### src/rtl/rtc_cal_pkg.sv
// Package: shared field indices, widths and calendar helpers for the
// calendar clock. Assumes binary (not BCD) field encoding.
package rtc_cal_pkg;
    localparam int NFIELD = 7;
    localparam int FW     = 7;

    localparam int I_YEAR = 0;
    localparam int I_MON  = 1;
    localparam int I_DOM  = 2;
    localparam int I_DOW  = 3;
    localparam int I_HOUR = 4;
    localparam int I_MIN  = 5;
    localparam int I_SEC  = 6;

    typedef logic [NFIELD-1:0][FW-1:0] cal_t;

    // Key value expected at each step of the unlock series.
    function automatic logic [7:0] unlock_key(input int step);
        case (step)
            0:       return 8'hC6;
            1:       return 8'h9A;
            2:       return 8'h59;
            3:       return 8'hA3;
            4:       return 8'h57;
            5:       return 8'h67;
            default: return 8'hD2;
        endcase
    endfunction

    // Number of days in a month; year 0 is never a leap year.
    function automatic logic [FW-1:0] month_days(input logic [FW-1:0] mon,
                                                 input logic [FW-1:0] yr);
        logic leap;
        leap = (yr[1:0] == 2'b00) && (yr != '0);
        case (mon)
            FW'(2):                      return leap ? FW'(29) : FW'(28);
            FW'(4), FW'(6), FW'(9), FW'(11): return FW'(30);
            default:                     return FW'(31);
        endcase
    endfunction
endpackage

### src/rtl/rtc_unlock.sv
// Module: tracks the key-write series that must finish before the clock
// may count. Assumes keys occupy consecutive word addresses from BASE.
// Any write inside the key window that is not the next expected one
// restarts the series. Once complete, the state holds until reset.
module rtc_unlock #(
    parameter int ADDR_W = 8,
    parameter int DATA_W = 32,
    parameter int BASE   = 4,
    parameter int STEPS  = 7
) (
    input  logic              clk,
    input  logic              rst_n,
    input  logic              wr_en,
    input  logic [ADDR_W-1:0] addr,
    input  logic [DATA_W-1:0] wdata,
    output logic              unlocked
);
    localparam int SW = $clog2(STEPS + 1);
    localparam logic [ADDR_W-1:0] FIRST = ADDR_W'(BASE);
    localparam logic [ADDR_W-1:0] LAST  = ADDR_W'(BASE + 4 * (STEPS - 1));

    logic [SW-1:0]     step_q;
    logic              in_win;
    logic [ADDR_W-1:0] want_addr;
    logic [DATA_W-1:0] want_data;

    // Decode whether this write lands in the key window and what is expected.
    always_comb begin
        in_win    = wr_en && (addr >= FIRST) && (addr <= LAST) && (addr[1:0] == 2'b00);
        want_addr = FIRST + ADDR_W'({step_q, 2'b00});
        want_data = DATA_W'(rtc_cal_pkg::unlock_key(int'(step_q)));
    end

    assign unlocked = (step_q == SW'(STEPS));

    // Advance on a correct key write, restart on any other key-window write.
    always_ff @(posedge clk) begin
        if (!rst_n) begin
            step_q <= '0;
        end else if (in_win && !unlocked) begin
            if (addr == want_addr && wdata == want_data)
                step_q <= step_q + 1'b1;
            else
                step_q <= '0;
        end
    end
endmodule

### src/rtl/rtc_timekeeper.sv
// Module: holds the seven calendar fields and advances them on a strobe.
// Assumes the caller blocks field writes while counting. Compares use >=
// so a loaded out-of-range value still rolls over instead of running away.
module rtc_timekeeper
    import rtc_cal_pkg::*;
(
    input  logic          clk,
    input  logic          rst_n,
    input  logic          advance,
    input  logic          wr_en,
    input  logic [2:0]    wr_idx,
    input  logic [FW-1:0] wr_val,
    output cal_t          time_q
);
    cal_t nxt;

    // Compute the time one second later, carrying through all fields.
    always_comb begin
        nxt = time_q;
        if (time_q[I_SEC] >= FW'(59)) begin
            nxt[I_SEC] = '0;
            if (time_q[I_MIN] >= FW'(59)) begin
                nxt[I_MIN] = '0;
                if (time_q[I_HOUR] >= FW'(23)) begin
                    nxt[I_HOUR] = '0;
                    nxt[I_DOW]  = (time_q[I_DOW] >= FW'(6)) ? '0 : time_q[I_DOW] + 1'b1;
                    if (time_q[I_DOM] >= month_days(time_q[I_MON], time_q[I_YEAR])) begin
                        nxt[I_DOM] = FW'(1);
                        if (time_q[I_MON] >= FW'(12)) begin
                            nxt[I_MON]  = FW'(1);
                            nxt[I_YEAR] = (time_q[I_YEAR] >= FW'(99)) ? '0 : time_q[I_YEAR] + 1'b1;
                        end else begin
                            nxt[I_MON] = time_q[I_MON] + 1'b1;
                        end
                    end else begin
                        nxt[I_DOM] = time_q[I_DOM] + 1'b1;
                    end
                end else begin
                    nxt[I_HOUR] = time_q[I_HOUR] + 1'b1;
                end
            end else begin
                nxt[I_MIN] = time_q[I_MIN] + 1'b1;
            end
        end else begin
            nxt[I_SEC] = time_q[I_SEC] + 1'b1;
        end
    end

    // Field storage: reset to 00-01-01, then advance or accept a write.
    always_ff @(posedge clk) begin
        if (!rst_n) begin
            time_q        <= '0;
            time_q[I_MON] <= FW'(1);
            time_q[I_DOM] <= FW'(1);
        end else if (advance) begin
            time_q <= nxt;
        end else if (wr_en) begin
            time_q[wr_idx] <= wr_val;
        end
    end
endmodule

### src/rtl/rtc_alarm_unit.sv
// Module: alarm fields, arm/mask control, sticky status and interrupt gate.
// Assumes 'advance' pulses in the cycle a strobe is accepted. The compare
// runs one cycle later against the updated time. A fire clears the arm bit.
module rtc_alarm_unit
    import rtc_cal_pkg::*;
(
    input  logic          clk,
    input  logic          rst_n,
    input  logic          advance,
    input  cal_t          time_q,
    input  logic          fld_wr,
    input  logic [2:0]    fld_idx,
    input  logic [FW-1:0] fld_val,
    input  logic          ctl_wr,
    input  logic [7:0]    ctl_val,
    input  logic          int_clr,
    output cal_t          al_q,
    output logic [7:0]    al_ctl_q,
    output logic          status_q,
    output logic          irq
);
    logic              adv_d;
    logic              gate_q;
    logic [NFIELD-1:0] hit;
    logic              fire;

    // Per-field compare; a field whose mask bit is clear always agrees.
    for (genvar i = 0; i < NFIELD; i++) begin : g_cmp
        assign hit[i] = !al_ctl_q[i+1] || (al_q[i] == time_q[i]);
    end

    assign fire = adv_d && al_ctl_q[0] && (&hit);
    assign irq  = status_q && gate_q;

    // Remember that the time moved on the previous edge.
    always_ff @(posedge clk) begin
        if (!rst_n) adv_d <= 1'b0;
        else        adv_d <= advance;
    end

    // Alarm field storage, writable at any time.
    always_ff @(posedge clk) begin
        if (!rst_n)      al_q <= '0;
        else if (fld_wr) al_q[fld_idx] <= fld_val;
    end

    // Arm/mask register; a fire drops the arm bit, winning over a write.
    always_ff @(posedge clk) begin
        if (!rst_n) begin
            al_ctl_q <= '0;
        end else begin
            if (ctl_wr) al_ctl_q <= ctl_val;
            if (fire)   al_ctl_q[0] <= 1'b0;
        end
    end

    // Sticky status and interrupt gate.
    always_ff @(posedge clk) begin
        if (!rst_n) begin
            status_q <= 1'b0;
            gate_q   <= 1'b0;
        end else if (fire) begin
            status_q <= 1'b1;
            gate_q   <= 1'b1;
        end else begin
            if (int_clr) status_q <= 1'b0;
            if (int_clr || (ctl_wr && !ctl_val[0])) gate_q <= 1'b0;
        end
    end
endmodule

### src/rtl/rtc_cal_top.sv
// Module: register decode and read mux for the calendar clock. Assumes a
// single-cycle write strobe and a combinational read of reg_addr. Field
// writes are only accepted while the counter is not running.
module rtc_cal_top
    import rtc_cal_pkg::*;
#(
    parameter int ADDR_W = 8,
    parameter int DATA_W = 32
) (
    input  logic              clk,
    input  logic              rst_n,
    input  logic              tick,
    input  logic              reg_wr,
    input  logic [ADDR_W-1:0] reg_addr,
    input  logic [DATA_W-1:0] reg_wdata,
    output logic [DATA_W-1:0] reg_rdata,
    output logic              irq
);
    localparam logic [ADDR_W-1:0] A_CTL   = ADDR_W'(8'h20);
    localparam logic [ADDR_W-1:0] A_INT   = ADDR_W'(8'h30);
    localparam logic [ADDR_W-1:0] A_TIME  = ADDR_W'(8'h40);
    localparam logic [ADDR_W-1:0] A_ALARM = ADDR_W'(8'h60);
    localparam logic [ADDR_W-1:0] A_ALCTL = ADDR_W'(8'h7C);
    localparam int                SPAN    = 4 * (NFIELD - 1);

    logic       stop_q;
    logic       unlocked;
    logic       run;
    logic       tm_hit;
    logic       al_hit;
    logic       t_wr;
    logic       int_clr;
    logic [2:0] idx;
    cal_t       time_q;
    cal_t       al_q;
    logic [7:0] al_ctl_q;
    logic       status_q;

    // Address decode for the two field windows and the control words.
    always_comb begin
        idx     = reg_addr[4:2];
        tm_hit  = (reg_addr >= A_TIME)  && (reg_addr <= A_TIME  + ADDR_W'(SPAN)) && (reg_addr[1:0] == 2'b00);
        al_hit  = (reg_addr >= A_ALARM) && (reg_addr <= A_ALARM + ADDR_W'(SPAN)) && (reg_addr[1:0] == 2'b00);
        run     = unlocked && !stop_q;
        t_wr    = reg_wr && tm_hit && !run;
        int_clr = reg_wr && (reg_addr == A_INT) && reg_wdata[4];
    end

    // Stop bit; set out of reset so the clock starts frozen.
    always_ff @(posedge clk) begin
        if (!rst_n)                             stop_q <= 1'b1;
        else if (reg_wr && reg_addr == A_CTL)   stop_q <= reg_wdata[0];
    end

    rtc_unlock #(.ADDR_W(ADDR_W), .DATA_W(DATA_W), .BASE(4), .STEPS(7)) u_unlock (
        .clk      (clk),
        .rst_n    (rst_n),
        .wr_en    (reg_wr),
        .addr     (reg_addr),
        .wdata    (reg_wdata),
        .unlocked (unlocked)
    );

    rtc_timekeeper u_time (
        .clk     (clk),
        .rst_n   (rst_n),
        .advance (run && tick),
        .wr_en   (t_wr),
        .wr_idx  (idx),
        .wr_val  (reg_wdata[FW-1:0]),
        .time_q  (time_q)
    );

    rtc_alarm_unit u_alarm (
        .clk      (clk),
        .rst_n    (rst_n),
        .advance  (run && tick),
        .time_q   (time_q),
        .fld_wr   (reg_wr && al_hit),
        .fld_idx  (idx),
        .fld_val  (reg_wdata[FW-1:0]),
        .ctl_wr   (reg_wr && reg_addr == A_ALCTL),
        .ctl_val  (reg_wdata[7:0]),
        .int_clr  (int_clr),
        .al_q     (al_q),
        .al_ctl_q (al_ctl_q),
        .status_q (status_q),
        .irq      (irq)
    );

    // Read mux returning zero-extended words.
    always_comb begin
        reg_rdata = '0;
        if (reg_addr == A_CTL)        reg_rdata[0]    = stop_q;
        else if (reg_addr == A_INT)   reg_rdata[4]    = status_q;
        else if (reg_addr == A_ALCTL) reg_rdata[7:0]  = al_ctl_q;
        else if (tm_hit)              reg_rdata[FW-1:0] = time_q[idx];
        else if (al_hit)              reg_rdata[FW-1:0] = al_q[idx];
    end
endmodule

### config.mk
export PLATFORM = sky130hd
export DESIGN_NAME = rtc_cal_top
export DESIGN_NICKNAME = d
export VERILOG_FILES = /design/src/rtl/rtc_cal_pkg.sv /design/src/rtl/rtc_unlock.sv /design/src/rtl/rtc_timekeeper.sv /design/src/rtl/rtc_alarm_unit.sv /design/src/rtl/rtc_cal_top.sv
export SDC_FILE = /design/constraint.sdc
export NUM_CORES = 1
export LEC_CHECK = 0
export BUFFER_PORTS_ARGS = -buffer_cell sky130_fd_sc_hd__buf_2
export CORE_ASPECT_RATIO = 0.75
export CORE_MARGIN = 2
export CORE_UTILIZATION = 56
export DETAILED_ROUTE_END_ITERATION = 6
export GPL_ROUTABILITY_DRIVEN = 0
export PLACE_DENSITY = 0.85
export SYNTH_ARGS = -nofsm -noshare
export SYNTH_HDL_FRONTEND = slang
export SYNTH_SLANG_ARGS = --single-unit
export TNS_END_PERCENT = 5
### constraint.sdc
create_clock -name clk -period 3.8 [get_ports clk]
set_input_delay 0.76 -clock clk [delete_from_list [all_inputs] [get_ports clk]]
set_output_delay 0.76 -clock clk [all_outputs]
set_load 0.05 [all_outputs]
---- Word level (Yosys, flattened, before mapping) ----
Cells that the tools add are included.
word-level totals
  register bits after elaboration ......... 113
  bits in latches ......................... 0
  RAM bits ................................ 0
  memory bits (read-only) ................. 0
  input bits .............................. 44
  output and inout port bits .............. 33
  memories ................................ 0
operators by class
  add/subtract/negate cells ............... 9
  $mul .................................... 0
  divide/modulo/power cells ............... 0
  order comparisons ....................... 15
  equal/unequal tests ..................... 28
  shifts and indexed selects .............. 0
  muxes and demuxes ....................... 42
  bitwise logic cells ..................... 1
  reduce and logical (&&, ||, !) cells .... 58
operator list
  operator             number
  $mux 7               18
  $bwmux 49            2
  $mux 49              2
  $add 7x1->7 const B  7
  $eq 7x7->1           7
  $pmux 8 s6           1
  $bmux 7 s3           2
  $mux 42              1
  $mux 35              1
  $eq 32x8->1          1
  $mux 28              1
  $logic_and 1x1->1    24
  $demux 7 s3          1
  $eq 8x6->1 const B   2
  $ge 8x7->1 const B   2
  $le 8x7->1 const B   2
  $eq 7x3->1 const B   2
  $eq 7x4->1 const B   2
  $ge 7x6->1 const B   2
  $mux 14              1
  $pmux 7 s2           1
  $logic_not 1->1      11
  $ne 2x2->1 const B   5
  $eq 3x3->1 const B   3
  33 further kinds     52

---- Depth between registers and ports, before layout ----
  depth after elaboration ................. 13
  gate-level depth with buffers ........... 14
  gate-level depth less buffers ........... 13

---- Hierarchy ----
Synthesis repeated with hierarchy kept, for this count alone.
second synthesis, totals
  cell total of the unflattened synthesis .. 883
  area, all modules ....................... 7,827.5 um^2
by module, submodules not included
  module          times used  cells an instance  area each (um^2)  sequential area each (um^2)
  rtc_timekeeper  1           379                3,071.7           980.9
  rtc_alarm_unit  1           281                2,894.0           1,201.2
  rtc_cal_top     1           151                1,313.8           20.0
  rtc_unlock      1           72                 548.0             60.1

---- Worst setup path after synthesis ----
Ideal clock, no wire load.
  kind .................................... input-to-output
  start ................................... input reg_addr[3]
  end ..................................... output reg_rdata[4]
  data arrival time ....................... 2.572 ns
  data required time ...................... 3.040 ns
  path slack .............................. 0.468 ns
  stages .................................. 6
  path buffers ............................ 3
  path through ............................ buf_2 buf_2 buf_1 mux4_2 mux2i_1 o221ai_1
between the ends
  longest elaborated chain between the ends .. 8
ends and longest elaborated chain
  item                                      line               source
  start, declared                           rtc_cal_top.sv:14  input logic [ADDR_W-1:0] reg_addr,
  $ge 8x7->1 or $le 8x7->1 (tied branches)  rtc_cal_top.sv:43  al_hit = (reg_addr >= A_ALARM) && (reg_addr <= A_ALARM + ADDR_W'(SPAN)) && (reg_addr[1:0] == 2'b00);
  $logic_and 1x1->1 (2 in a row)            rtc_cal_top.sv:43
  $mux 7                                    rtc_cal_top.sv:98  else if (al_hit) reg_rdata[FW-1:0] = al_q[idx];
  $mux 7                                    rtc_cal_top.sv:97  else if (tm_hit) reg_rdata[FW-1:0] = time_q[idx];
  $mux 7                                    rtc_cal_top.sv:96  else if (reg_addr == A_ALCTL) reg_rdata[7:0] = al_ctl_q;
  $mux 1                                    rtc_cal_top.sv:95  else if (reg_addr == A_INT) reg_rdata[4] = status_q;
  $mux 7 *                                  rtc_cal_top.sv:94  if (reg_addr == A_CTL) reg_rdata[0] = stop_q;
  end, declared                             rtc_cal_top.sv:16  output logic [DATA_W-1:0] reg_rdata,
Mark *: on every way between the ends. The rest lies on a longest branch, timed or not. The select of a mux whose other input is x is not followed.

---- Worst setup path after layout ----
  start ................................... input reg_addr[7]
  end ..................................... output reg_rdata[4]
The elaborated chain is that of the path after synthesis.

==> impl_results.md <==
- Leading cell types in the layout, fill and taps excluded: 113 x sky130_fd_sc_hd__dfxtp_1, 104 x sky130_fd_sc_hd__nand2_1, 91 x sky130_fd_sc_hd__a21oi_1
- Placed standard-cell area: between 8000 and 9000 sq um
- Die Y-Extent: 106 um
- Total vias in the final route: approximately 8.3k
- Number of maximum-capacitance constraint violations: 0
- Biggest area consumer among synthesized cells: sky130_fd_sc_hd__dfxtp_1
- Std-Cell Core Area: 13700 sq um
- Worst min-delay path category: reg2reg
- Critical register-to-register path endpoint: u_time.time_q[14]$_SDFFE_PN1P_
- Max-slew violations: 0
- Clk_skew: 10.6 ps
- CP max stage delay: 510 ps
- Buffer count from post-CTS setup fixing: 0
- Most common flop cell mapped by yosys: sky130_fd_sc_hd__dfxtp_1
- Post-CTS Resized: 0
- TritonCTS Buffers: 17
- Worst-Skew Late Latency: approximately 430 ps
- Buffers plus inverters on the worst setup path: 2
- Remaining global-route overflow: 0
- Synth Cell Area: between 7000 and 8000 sq um
- Clk sinks: about 110
- Failing checks: DRC
- Relative area change from synthesis to final layout: 11.2%
- PD cells: 359 nW/um^2
- Final min period: about 3300 ps
- Number of global-route vias before repair: 7483
- Period utilization: between 80% and 90%
- Worst Setup Start Kind: input port
- Top-level port count: 77
- CP Max Fanout: 8
- Arrival time reported for the critical path endpoint: 2540 ps
- Endpoint, Worst Hold: u_alarm.al_ctl_q[2]$_SDFFE_PN0P_
- Cell chain of the critical path: buf_2 -> nor4b_4 -> nand2_1 -> nor2_1 -> a32oi_1 -> o221ai_1 -> buf_2
- Share of the synthesized netlist area taken by xor and xnor gates: 6.30%
- Start point of the worst hold path: u_alarm.al_ctl_q[2]$_SDFFE_PN0P_
- Global-route wire length before repair: just over 40 mm
- Post-detailed-routing wire length: roughly 26 mm
- Initial core utilization: 57.0%
- Max Clk Rate: 303 MHz
- Setup TNS after final layout: 0 ps
- Most prevalent standard cell on the critical path: sky130_fd_sc_hd__buf_2
- Share of the yosys chip area belonging to registers: a little under 30%
- Post-detail-place hpwl: between 15 and 20 mm
- Slew at the pin closest to its max-slew limit: 707 ps
- Per-cell via count in the routed design: 7.04
- H-tree level count: 4
- Synth Area per Inst: 8.01 sq um
- All-layer global routing usage: 34.9%
- Clock transition at the registers of the reported paths: around 60 ps
- Leading cell type in the layout, fill and taps excluded: sky130_fd_sc_hd__dfxtp_1
- Maximum number of pins on one net before global-route repair: 43
- Clk root buf: sky130_fd_sc_hd__clkbuf_16
- Worst setup EP type: output port
- WP depth: 7
- Synthesized flop and latch total: 113
- Routed length per placed instance: 21.9 um
- Count of distinct cell types in the synthesized netlist: 78
- Fraction of synthesis flops using an asynchronous set or reset pin: 0%
- Simple-gate area share of the yosys netlist: 20.3%
- Critical path data required time: approximately 3000 ps
- Area share of the largest cell type after synthesis: 29.0%
- Initial antenna violation count: 0
- Cell area after layout: 8660 sq um
- Iteration count of the initial detailed-routing pass: 7
- Multiplexer fraction of the synthesized cell area: 8.00%
- Outcome: complete, but fails checks
- Number of violations reported at the end of detailed-routing iteration 0: 1537
- Die width: between 100 and 150 um
- Proportion of layout cells with a drive suffix above 1: 15.3%
- Leakage dissipation: approximately 3.2 nW
- Dominant cells by area after synthesis: sky130_fd_sc_hd__dfxtp_1 29%, sky130_fd_sc_hd__a21oi_1 5.8%, sky130_fd_sc_hd__o21ai_0 5.3%
- Worst reg-to-reg path cell count: 8
- Reg2Reg Launch Point: u_unlock.step_q[0]$_SDFFE_PN0P_
- Post-synthesis compound-gate area fraction: 25.9%
- Warnings, synthesis: 0
- Crit path max-delay family: simple AND/OR/NAND/NOR gates
- Clock Path Buffers: 2
- Post-layout nets: 1056
- Fraction of the mapped netlist area in adder cells: 3.21%
- Combinational family with the most area after synthesis: compound AO/OA/AOI/OAI gates
- DIE AREA: 14900 sq um
- Worst hold path stage count: 2
- Register-to-Register Setup Slack: 500 ps
- Count of flip-flops with a built-in enable after synthesis: 0
- Number of hold buffers added after CTS: 0
- Antenna fix cells: 0
- IR drop worst, VDD: 0.000318 V
- TritonCTS clock tree: yes
- Number of nets with antenna violations after detailed routing: 0
- Floorplan row count: 37
- Crit Path Class: in2out
- Number of buffer cells added on primary ports: 52
- Number of hold violations in the final report: 0
- Setup Viol. Count Final: 0
- Unrepaired setup endpoints after global routing: false
- Relative slew slack: 52.9%
- Remaining routing DRC violations: 2
- Highest-delay cell along the critical path: sky130_fd_sc_hd__nor4b_4
- Synthesized instance count: 972
[layout make-up]
| type | instances | area, sq um |
|---|---|---|
| clock inverter | 13 | 161 |
| multi-input combinational | 764 | 5050 |
| inverter | 21 | 78.8 |
| sequential | 113 | 2260 |
| tap | 175 | 219 |
| clock buffer | 19 | 443 |
| fill | 1127 | 4990 |
| timing repair buffer | 75 | 445 |
[Yosys cell counts (5+ instances only)]
library cell                number
sky130_fd_sc_hd__inv_1          20
sky130_fd_sc_hd__mux2i_1        24
sky130_fd_sc_hd__o41ai_1        10
sky130_fd_sc_hd__o21ai_0        83
sky130_fd_sc_hd__buf_2          12
sky130_fd_sc_hd__nand3_1        32
sky130_fd_sc_hd__dfxtp_1       113
sky130_fd_sc_hd__o221ai_1        7
sky130_fd_sc_hd__buf_4          25
sky130_fd_sc_hd__o221a_2         5
sky130_fd_sc_hd__mux4_2         14
sky130_fd_sc_hd__a21oi_1        91
sky130_fd_sc_hd__mux2_2          6
sky130_fd_sc_hd__a31oi_1        10
sky130_fd_sc_hd__o32ai_1        16
sky130_fd_sc_hd__nor3_1         19
sky130_fd_sc_hd__nand2b_1       10
sky130_fd_sc_hd__a211oi_1       10
sky130_fd_sc_hd__xor2_1         24
sky130_fd_sc_hd__nand2_1       104
sky130_fd_sc_hd__buf_1           6
sky130_fd_sc_hd__nor4_1         15
sky130_fd_sc_hd__o2bb2ai_1       6
sky130_fd_sc_hd__o22ai_1        13
sky130_fd_sc_hd__nor2_1         59
sky130_fd_sc_hd__a211o_1         5
sky130_fd_sc_hd__xnor2_1        32
sky130_fd_sc_hd__ha_1           20
sky130_fd_sc_hd__nand4_1        23
sky130_fd_sc_hd__nor2b_1         7
sky130_fd_sc_hd__and3_1          8
sky130_fd_sc_hd__clkbuf_1       53
sky130_fd_sc_hd__nor3b_1         5
[worst max-delay path by stage]
stage	start	end	slack, ps
after CTS	reg_addr[7]	reg_rdata[4]	590
after floorplan	reg_addr[3]	reg_rdata[4]	470
final	reg_addr[7]	reg_rdata[4]	500
after global routing	u_unlock.step_q[0]$_SDFFE_PN0P_	u_time.time_q[14]$_SDFFE_PN1P_	380
after detailed placement	reg_addr[7]	reg_rdata[4]	590
after global placement	reg_addr[3]	reg_rdata[6]	610
[cells by family after synthesis]
| kind of cell | Yosys count |
|---|---|
| xor gates and xnor gates | 56 |
| DFF | 113 |
| buffers and inverters | 118 |
| muxes | 44 |
| other | 1 |
| and+or+nand+nor | 313 |
| adders and majority gates | 20 |
| AOI/OAI and AO/OA | 307 |
[metal layers]
layer	up-vias	share of wire (%)	track usage, %
li1	3619	-	-
met1	3801	38	48.1
met2	765	41	50.6
met3	123	16	10.9
met4	0	4.2	13.9
met5	-	0	0
[tightest hold or removal path, cell delays in order, from the launching register on]
cell                      delay (ps)
sky130_fd_sc_hd__dfxtp_1         330
sky130_fd_sc_hd__nand2_1          60
sky130_fd_sc_hd__a21oi_1          60
[metrics by stage]
stage               cells  total power [mW]  hold WS [ps]  worst slack [ps]  util, %
floorplan             995              1.40           445               468        -
global placement     1148              1.46           486               610     59.0
finish               1180              3.11           505               497     63.4
detailed placement   1148              1.46           489               589     59.0
CTS                  1180              3.09           495               588     63.4
global route         1180              3.18           522               380     63.4
[state kept, by name (all words and copies together), names as in the netlist]
name / cells
u_alarm.adv_d: 1
stop_q: 1
u_alarm.gate_q: 1
u_time.time_q: 49
u_unlock.step_q: 3
u_alarm.al_q: 49
u_alarm.status_q: 1
u_alarm.al_ctl_q: 8
[power breakdown]
part	switching [mW]	internal, mW	total [mW]
registers	0.00194	1.19	1.19
logic	0.198	0.0603	0.259
clock network	0.616	1.04	1.66
(Power assumes the default switching activity.)
